==> src/rtl/dma_eng_pkg.sv <==
package dma_eng_pkg;

  typedef enum logic [2:0] {
    ST_IDLE  = 3'd0,
    ST_ADDR  = 3'd1,
    ST_READ  = 3'd2,
    ST_WRITE = 3'd3,
    ST_FREE  = 3'd4,
    ST_ACK   = 3'd5
  } engState_e;

  // strobes from control to datapath
  typedef struct packed {
    logic grantLoad;
    logic useDst;
    logic captureRd;
    logic finishItem;
  } engStrobe_t;

  function automatic logic [2:0] stepOf(input logic [1:0] sizeCode);
    case (sizeCode)
      2'd0:    stepOf = 3'd1;
      2'd1:    stepOf = 3'd2;
      default: stepOf = 3'd4;
    endcase
  endfunction

endpackage

==> src/rtl/dma_eng_ctrl.sv <==
module dma_eng_ctrl
  import dma_eng_pkg::*;
#(
  parameter int NUM_CH = 4,
  parameter int CH_W   = 2
) (
  input  logic              clk,
  input  logic              rstN,
  input  logic [NUM_CH-1:0] chReq,
  input  logic [NUM_CH-1:0] chEnabled,
  input  logic              busReady,
  output engStrobe_t        strobe,
  output logic [CH_W-1:0]   grantIdx,
  output logic              busReq,
  output logic              busWe,
  output logic [NUM_CH-1:0] chAck
);

  engState_e state, nextState;
  logic [NUM_CH-1:0] pending;
  logic [CH_W-1:0]   pickIdx;
  logic              pickAny;

  assign pending = chReq & chEnabled;

  // lowest index wins
  always_comb begin
    pickIdx = '0;
    pickAny = 1'b0;
    for (int i = NUM_CH - 1; i >= 0; i--) begin
      if (pending[i]) begin
        pickIdx = CH_W'(i);
        pickAny = 1'b1;
      end
    end
  end

  always_comb begin
    nextState = state;
    case (state)
      ST_IDLE:  if (pickAny) nextState = ST_ADDR;
      ST_ADDR:  nextState = ST_READ;
      ST_READ:  if (busReady) nextState = ST_WRITE;
      ST_WRITE: if (busReady) nextState = ST_FREE;
      ST_FREE:  nextState = ST_ACK;
      ST_ACK:   nextState = ST_IDLE;
      default:  nextState = ST_IDLE;
    endcase
  end

  always_ff @(posedge clk) begin
    if (!rstN) begin
      state    <= ST_IDLE;
      grantIdx <= '0;
    end else begin
      state <= nextState;
      if (state == ST_IDLE && pickAny) grantIdx <= pickIdx;
    end
  end

  always_comb begin
    strobe.grantLoad  = (state == ST_IDLE) && pickAny;
    strobe.useDst     = (state == ST_WRITE);
    strobe.captureRd  = (state == ST_READ) && busReady;
    strobe.finishItem = (state == ST_ACK);
    busReq            = (state == ST_READ) || (state == ST_WRITE);
    busWe             = (state == ST_WRITE);
    for (int i = 0; i < NUM_CH; i++) begin
      chAck[i] = (state == ST_ACK) && (grantIdx == CH_W'(i));
    end
  end

endmodule

==> src/rtl/dma_eng_datapath.sv <==
module dma_eng_datapath
  import dma_eng_pkg::*;
#(
  parameter int NUM_CH = 4,
  parameter int CH_W   = 2,
  parameter int AW     = 32,
  parameter int DW     = 32,
  parameter int CNT_W  = 16
) (
  input  logic              clk,
  input  logic              rstN,
  input  logic              cfgWe,
  input  logic [CH_W-1:0]   cfgCh,
  input  logic [AW-1:0]     cfgSrc,
  input  logic [AW-1:0]     cfgDst,
  input  logic              cfgSrcInc,
  input  logic              cfgDstInc,
  input  logic [1:0]        cfgSize,
  input  logic [CNT_W-1:0]  cfgCount,
  input  logic              cfgCirc,
  input  logic              cfgEnable,
  input  engStrobe_t        strobe,
  input  logic [CH_W-1:0]   grantIdx,
  input  logic [DW-1:0]     busRdata,
  output logic [NUM_CH-1:0] chEnabled,
  output logic [NUM_CH-1:0] chDone,
  output logic [AW-1:0]     busAddr,
  output logic [1:0]        busSize,
  output logic [DW-1:0]     busWdata
);

  logic [AW-1:0]    srcBase [NUM_CH];
  logic [AW-1:0]    dstBase [NUM_CH];
  logic [AW-1:0]    srcPtr  [NUM_CH];
  logic [AW-1:0]    dstPtr  [NUM_CH];
  logic [CNT_W-1:0] cntLoad [NUM_CH];
  logic [CNT_W-1:0] cntLeft [NUM_CH];
  logic [1:0]       sizeCode[NUM_CH];
  logic [NUM_CH-1:0] srcInc, dstInc, circ, enab;
  logic [DW-1:0]    dataReg;

  always_ff @(posedge clk) begin
    if (!rstN) begin
      for (int c = 0; c < NUM_CH; c++) begin
        srcBase[c]  <= '0;
        dstBase[c]  <= '0;
        srcPtr[c]   <= '0;
        dstPtr[c]   <= '0;
        cntLoad[c]  <= '0;
        cntLeft[c]  <= '0;
        sizeCode[c] <= '0;
      end
      srcInc <= '0;
      dstInc <= '0;
      circ   <= '0;
      enab   <= '0;
    end else begin
      for (int c = 0; c < NUM_CH; c++) begin
        if (cfgWe && cfgCh == CH_W'(c)) begin
          srcBase[c]  <= cfgSrc;
          dstBase[c]  <= cfgDst;
          srcPtr[c]   <= cfgSrc;
          dstPtr[c]   <= cfgDst;
          cntLoad[c]  <= cfgCount;
          cntLeft[c]  <= cfgCount;
          sizeCode[c] <= cfgSize;
          srcInc[c]   <= cfgSrcInc;
          dstInc[c]   <= cfgDstInc;
          circ[c]     <= cfgCirc;
          enab[c]     <= cfgEnable;
        end else if (strobe.finishItem && grantIdx == CH_W'(c)) begin
          if (cntLeft[c] == CNT_W'(1) && circ[c]) begin
            srcPtr[c]  <= srcBase[c];
            dstPtr[c]  <= dstBase[c];
            cntLeft[c] <= cntLoad[c];
          end else begin
            if (srcInc[c]) srcPtr[c] <= srcPtr[c] + AW'(stepOf(sizeCode[c]));
            if (dstInc[c]) dstPtr[c] <= dstPtr[c] + AW'(stepOf(sizeCode[c]));
            cntLeft[c] <= cntLeft[c] - CNT_W'(1);
            if (cntLeft[c] == CNT_W'(1)) enab[c] <= 1'b0;
          end
        end
      end
    end
  end

  always_ff @(posedge clk) begin
    if (!rstN) dataReg <= '0;
    else if (strobe.captureRd) dataReg <= busRdata;
  end

  always_comb begin
    for (int c = 0; c < NUM_CH; c++) begin
      chDone[c] = strobe.finishItem && (grantIdx == CH_W'(c)) && (cntLeft[c] == CNT_W'(1));
    end
  end

  assign chEnabled = enab;
  assign busAddr   = strobe.useDst ? dstPtr[grantIdx] : srcPtr[grantIdx];
  assign busSize   = sizeCode[grantIdx];
  assign busWdata  = dataReg;

endmodule

==> src/rtl/dma_xfer_engine.sv <==
module dma_xfer_engine
  import dma_eng_pkg::*;
#(
  parameter int NUM_CH = 4,
  parameter int AW     = 32,
  parameter int DW     = 32,
  parameter int CNT_W  = 16,
  localparam int CH_W  = (NUM_CH > 1) ? $clog2(NUM_CH) : 1
) (
  input  logic              clk,
  input  logic              rstN,
  input  logic              cfgWe,
  input  logic [CH_W-1:0]   cfgCh,
  input  logic [AW-1:0]     cfgSrc,
  input  logic [AW-1:0]     cfgDst,
  input  logic              cfgSrcInc,
  input  logic              cfgDstInc,
  input  logic [1:0]        cfgSize,
  input  logic [CNT_W-1:0]  cfgCount,
  input  logic              cfgCirc,
  input  logic              cfgEnable,
  input  logic [NUM_CH-1:0] chReq,
  output logic [NUM_CH-1:0] chAck,
  output logic [NUM_CH-1:0] chDone,
  output logic              busReq,
  output logic              busWe,
  output logic [AW-1:0]     busAddr,
  output logic [1:0]        busSize,
  output logic [DW-1:0]     busWdata,
  input  logic [DW-1:0]     busRdata,
  input  logic              busReady
);

  engStrobe_t        strobe;
  logic [CH_W-1:0]   grantIdx;
  logic [NUM_CH-1:0] chEnabled;

  dma_eng_ctrl #(.NUM_CH(NUM_CH), .CH_W(CH_W)) ctrlInst (
    .clk(clk), .rstN(rstN), .chReq(chReq), .chEnabled(chEnabled),
    .busReady(busReady), .strobe(strobe), .grantIdx(grantIdx),
    .busReq(busReq), .busWe(busWe), .chAck(chAck)
  );

  dma_eng_datapath #(.NUM_CH(NUM_CH), .CH_W(CH_W), .AW(AW), .DW(DW), .CNT_W(CNT_W)) dpInst (
    .clk(clk), .rstN(rstN), .cfgWe(cfgWe), .cfgCh(cfgCh), .cfgSrc(cfgSrc),
    .cfgDst(cfgDst), .cfgSrcInc(cfgSrcInc), .cfgDstInc(cfgDstInc),
    .cfgSize(cfgSize), .cfgCount(cfgCount), .cfgCirc(cfgCirc),
    .cfgEnable(cfgEnable), .strobe(strobe), .grantIdx(grantIdx),
    .busRdata(busRdata), .chEnabled(chEnabled), .chDone(chDone),
    .busAddr(busAddr), .busSize(busSize), .busWdata(busWdata)
  );

endmodule

==> config.mk <==
export PLATFORM = sky130hd
export DESIGN_NAME = dma_xfer_engine
export DESIGN_NICKNAME = d
export VERILOG_FILES = /design/src/rtl/dma_eng_pkg.sv /design/src/rtl/dma_eng_ctrl.sv /design/src/rtl/dma_eng_datapath.sv /design/src/rtl/dma_xfer_engine.sv
export SDC_FILE = /design/constraint.sdc
export NUM_CORES = 2
export LEC_CHECK = 0
export BUFFER_PORTS_ARGS = -buffer_cell sky130_fd_sc_hd__buf_2
export CORE_ASPECT_RATIO = 1.1
export CORE_MARGIN = 5
export CORE_UTILIZATION = 30
export DETAILED_ROUTE_END_ITERATION = 6
export GPL_ROUTABILITY_DRIVEN = 1
export MAX_ROUTING_LAYER = met4
export SLEW_MARGIN = 20
export SYNTH_ARGS = -nofsm -noshare
export SYNTH_HDL_FRONTEND = slang
export SYNTH_SLANG_ARGS = --single-unit
==> constraint.sdc <==
create_clock -name clk -period 7.59 [get_ports clk]
set_input_delay 1.1385 -clock clk [delete_from_list [all_inputs] [get_ports clk]]
set_output_delay 1.1385 -clock clk [all_outputs]
set_load 0.01 [all_outputs]
### Word level (Yosys, flattened, before mapping)

Memory sizes are Yosys's and may differ from the RTL's. A register that Yosys moved wholly into a read port is not among the register bits.
Cells that the tools add are included.

| storage, ports and cells | value |
|---|---|
| register bits | 53 |
| bits in writable memories | 648 |
| memories kept | 7 |
| input port bits | 128 |
| word-level logic and storage cells | 388 |
| output and inout port bits | 76 |

| operators by class | value |
|---|---|
| eq/ne operators | 26 |
| reductions and logical operators | 39 |
| bitwise operators | 53 |
| add/sub/neg operators | 12 |
| muxes and demuxes | 232 |

Memory list:

| memory | depth | width | read ports | clocked after Yosys merged registers in | wr ports | RTL line | source |
|---|---|---|---|---|---|---|---|
| dpInst.dstBase | 4 | 32 | 4 | 0 | 4 | dma_eng_datapath.sv:33 | `logic [AW-1:0] dstBase [NUM_CH];` |
| dpInst.dstPtr | 4 | 32 | 5 | 1 | 4 | dma_eng_datapath.sv:35 | `logic [AW-1:0] dstPtr [NUM_CH];` |
| dpInst.srcBase | 4 | 32 | 4 | 0 | 4 | dma_eng_datapath.sv:32 | `logic [AW-1:0] srcBase [NUM_CH];` |
| dpInst.srcPtr | 4 | 32 | 5 | 1 | 4 | dma_eng_datapath.sv:34 | `logic [AW-1:0] srcPtr [NUM_CH];` |
| dpInst.cntLeft | 4 | 16 | 4 | 0 | 4 | dma_eng_datapath.sv:37 | `logic [CNT_W-1:0] cntLeft [NUM_CH];` |
| dpInst.cntLoad | 4 | 16 | 4 | 0 | 4 | dma_eng_datapath.sv:36 | `logic [CNT_W-1:0] cntLoad [NUM_CH];` |
| 1 more memories | n/a | n/a | n/a | n/a | n/a | n/a |  |

Operator list:

| operator | count |
|---|---|
| $mux W32 | 33 |
| $add A32 B3 Y32 | 8 |
| $mux W16 | 16 |
| $mux W3 | 43 |
| $mux W1 | 121 |
| $eq A16 B1 Y1 const B | 4 |
| $sub A16 B1 Y16 const B | 4 |
| $or A1 B1 Y1 | 52 |
| $mux W2 | 14 |
| $pmux W3 S2 | 4 |
| $logic_and A1 B1 Y1 | 18 |
| $reduce_bool A2 Y1 | 8 |
| $pmux W3 S5 | 1 |
| $reduce_and A3 Y1 | 5 |
| $eq A2 B1 Y1 const B | 6 |
| $logic_not A2 Y1 | 6 |
| $ne A2 B1 Y1 const B | 6 |
| $eq A2 B2 Y1 const B | 4 |
| $eq A3 B2 Y1 const B | 2 |
| $eq A3 B3 Y1 const B | 2 |
| $and A4 B4 Y4 | 1 |
| $eq A3 B1 Y1 const B | 1 |
| $logic_not A3 Y1 | 1 |
| $ne A2 B2 Y1 const B | 1 |
| $logic_or A1 B1 Y1 | 1 |

### Longest topological paths before layout

| logic depth | value |
|---|---|
| word-level depth | 9 |
| depth in mapped cells | 11 |
| gate-level depth less buffers | 9 |

### Modules after synthesis

From an unflattened synthesis, not the netlist that was laid out.

| second synthesis, totals | value |
|---|---|
| cell total of the unflattened synthesis | 3341 |
| area, all modules | 38146.6 µm² |

Modules (own cells, without submodules):

| module | instances | area an instance (µm²) | cells each |
|---|---|---|---|
| dma_eng_datapath | 1 | 37816.3 | 3302 |
| dma_eng_ctrl | 1 | 330.3 | 39 |

### Worst setup path before layout

OpenSTA, ideal clock, no wires.

| path | value |
|---|---|
| path type | input -> register |
| from | in cfgWe |
| to | mem dpInst.srcPtr[1][0], enable pin |
| setup time | 478 ps |
| arrival time | 4595 ps |
| stages on the path | 7 |
| buffers on the path | 1 |
| data required time | 7112 ps |
| path slack | 2518 ps |
| path through | nand2_1 > o21a_1 > inv_1 > nor2_1 > nand3_1 > clkbuf_1 > nand2_1 |

RTL lines:

| what | RTL line | source |
|---|---|---|
| start, declared | dma_xfer_engine.sv:12 | `input logic cfgWe,` |
| end, declared | dma_eng_datapath.sv:34 |  |

==> results by group <==
Placed design
  – Port bufs: 203
  – Final GP Congestion: 0.888
  – DP HPWL: 86.3 mm
  – DP Area: 40200 um2

Worst setup path
  – Worst Path Buf+Inv: 2
  – R2r startpoint: dpInst.cntLeft[3][2]
  – Delay of the slowest critical-path stage: 0.77 ns
  – FF-to-FF End: dpInst.srcPtr[3][14]
  – Crit-path leading delay family: multiplexers
  – Worst-case register-to-register setup slack: 3.53 ns
  – Data arrival, critical path: 3.44 ns
  – Critical Path Fanout Max: 44
  – Critical path required time: 6.45 ns
  – Worst reg2reg path depth: 8
  – WS Path Type: reg -> out
  – Crit-path cells: buf_4 -> mux4_2 -> mux2_2 -> buf_2
  – CP endpoint kind: output port
  – CP max stage cell: buf_4
  – Crit start category: flip-flop

Timing
  – Final Critical Period: 4.58 ns
  – Unrepaired setup endpoints after global routing: false
  – Slew HR: 24.2%
  – Fin Setup TNS: 0 ns
  – Final period util: 60.3%
  – Setup Skew: 0.0348 ns
  – Endpoints failing hold: 0
  – Slew @ Worst Pin: 1.13 ns
  – Slew Viols, Final: 0
  – Fmax: 218 MHz
  – Final setup fails: 0

Yosys
  – EDFF count, synth: 648
  – Syn. warnings: 0
  – Async set-reset flop share out of synthesis: 0%
  – Syn nets: 3470
  – Mean Syn Cell Area: 11.3 um2
  – Post-synthesis sequential area ratio: 55.0%
  – Synthesized area: 37400 um2
  – FF+latch count, synth: 703
  – Top_reg_cell synth: edfxtp_1
  – Post-synth cell types: 75
  – Post-synthesis instance total: 3318

Route
  – Remaining antenna violation count: 0
  – First-pass DRT Iterations: 5
  – Vias: 27800
  – Total Wirelength: 123 mm
  – Starting DRC count in detailed routing: 2586
  – # DRC: 0
  – Wire per inst: 23.7 um
  – Vias per cell: 5.35

Run
  – Max cap viols: 0

Global routing
  – Gr ovfl total: 0
  – First-pass GRT wire length: 180 mm
  – Vias in the first global route: 27000
  – Largest net degree at the start of global routing: 87
  – GRT Util Overall: 18.4%
  – Initial antenna violation count: 13

Clock tree
  – Clock-pin slew on the worst setup and hold paths: 0.06 ns
  – Max Root-Sink Buffers: 3
  – Num CTS Buffers: 78
  – H-tree levels: 3
  – CTS tree: done
  – Clk root buf: clkbuf_16
  – Hold-fix buffers, CTS: 0
  – Worst-skew pair later-pin latency: 0.65 ns
  – Clk sinks: 703
  – Post-CTS setup buffer count: 0
  – Post_cts resized: 0

Floorplanning
  – # rows: 136
  – Die width: 347 um
  – Die area: 132000 um2
  – Initial Util: 30.1%
  – Ports: 204
  – Die height: 380 um
  – Core Area: 124000 um2

Power and ir drop
  – Pwr dens: 217 nW/um2
  – VDD IR max: 174 uV
  – Final Power: 9270 uW
  – Leakage: 0.0147 uW

Layout
  – Share of post-route cells with drive strength above 1: 15.0%
  – Finished Cell Area: 42700 um2
  – Area Overhead vs Synth: 14.1%
  – Nets: 3621
  – Fillers: 12400

Worst hold path
  – Worst Hold Launch: dpInst.busWdata[30]
  – Hold Path Class: reg -> reg
  – Hold depth: 2
  – Hold endpoint: dpInst.busWdata[30]

Run status
  – Outcome: finished, final reports clean
## kinds of logic (layout without fill, tap and decap cells)
family          Yosys count  after routing  synth area share [%]
simple gates           1219           1219                  17.2
flops                   703            703                  55.0
compound gates          696            696                  11.3
xor+xnor                293            293                  6.86
buf+inv                 241            456                  2.74
mux                     136            136                  5.96
fa+ha+maj                30             30                 0.963
other cells               0              9                     0
## per-layer routing
metal / wire (um) / vias to the layer above / part of all wire (%) / track usage (%)
met3: 9960 / 186 / 8.1 / 3.62
met1: 53100 / 13800 / 43 / 24.7
met2: 56400 / 1180 / 46 / 28.6
li1: - / 12600 / - / -
met4: 3610 / 0 / 2.9 / 5.30
met5: 0 / - / 0 / -
## layout make-up
type	instances	area, um2	area share [%]
well taps	1656	2070	4.85
multi-input cells	2374	15900	37.3
flip-flops and latches	703	20600	48.2
repair buffers	253	1390	3.26
clock inverters	46	434	1.02
clock buffers	98	2050	4.79
diodes	9	22.5	0.0528
inverters	59	231	0.542
## cell usage in the layout (no fill, tap or decap), types with 23 or more instances in the layout
cell / n
a221o_1: 23
edfxtp_1: 648
xnor2_1: 187
and2_1: 331
clkbuf_16: 78
nor3_1: 54
nand3_1: 111
o21ai_0: 196
a21oi_1: 251
and3_1: 50
mux2i_1: 36
mux4_2: 66
a211oi_1: 66
mux2_2: 34
inv_1: 55
nand4_1: 54
nand2_1: 298
ha_1: 24
nor2_1: 180
o21bai_1: 27
xor2_1: 106
buf_4: 50
dfxtp_1: 53
a21o_1: 23
buf_2: 203
## Yosys cell counts, drive strengths merged, types with 5 or more instances
cell type,n,area (um2)
o21ai,201,1010
xor2,106,928
edfxtp,648,19500
nor2b,8,50.1
a22oi,8,60.1
xnor2,187,1640
a22o,10,87.6
clkbuf,110,413
nand2,300,1130
o22ai,13,81.3
ha,24,300
a211oi,69,533
and3,50,313
and2,331,2070
a221oi,8,70.1
or2,9,56.3
mux4,66,1490
o21bai,27,203
nor2,191,729
a21oi,253,1270
a221o,23,230
nand3,114,581
nand2b,10,62.6
maj3,6,60.1
a31o,6,52.6
a311oi,18,158
mux2i,36,360
nand4,57,375
nor3,60,344
or3,6,37.5
a21o,23,173
inv,59,221
nor4,30,236
mux2,34,383
a31oi,9,56.3
o21a,5,38.8
nor4b,5,56.3
nand3b,6,45.0
and4,22,193
buf,72,389
or4,10,78.8
dfxtp,55,1100
## per-stage QoR
stage	utilization (%)	cells	hold WS (ns)	setup WS, ns
finish	34.3	5198	0.454	3.01
global route	34.3	5197	0.470	2.78
CTS	34.3	5189	0.457	2.94
detailed placement	32.3	5045	0.447	2.88
global placement	32.3	5045	0.438	2.90
floorplan	-	3318	0.442	2.52
## worst min-delay path, delay by kind of cell, from the launching register on
kind	cells	cell delay (ns)
AOI/OAI and AO/OA	1	0.05
DFF	1	0.31
and+or+nand+nor	1	0.05
## flip-flops by register name (all words and copies together) (netlist names), 3 cells and up, named ones only
name              count
dpInst.circ           4
dpInst.chEnabled      4
dpInst.dstBase      128
dpInst.busWdata      32
dpInst.dstInc         4
dpInst.srcPtr       128
dpInst.dstPtr       128
dpInst.cntLeft       64
dpInst.cntLoad       64
ctrlInst.state        3
dpInst.srcBase      128
dpInst.srcInc         4
dpInst.sizeCode       8
## worst max path at each step
stage	from	end	slack [ns]	depth (start not counted)
after floorplan	cfgWe	dpInst.srcPtr[1][0]	2.52	7
after global placement	rstN	dpInst.srcPtr[2][18]	2.90	11
after detailed placement	rstN	dpInst.srcPtr[2][17]	2.88	11
after CTS	flip-flop	busAddr[29]	2.94	4
after global routing	flip-flop	busAddr[28]	2.78	4
final	flip-flop	busAddr[28]	3.01	4
## power by group
part / switching [uW] / internal [uW] / total [uW]
clock network: 1650 / 2130 / 3780
registers: 223 / 4510 / 4730
logic: 486 / 275 / 761
total: 2360 / 6920 / 9270
Power figures use the tool's default switching activity.
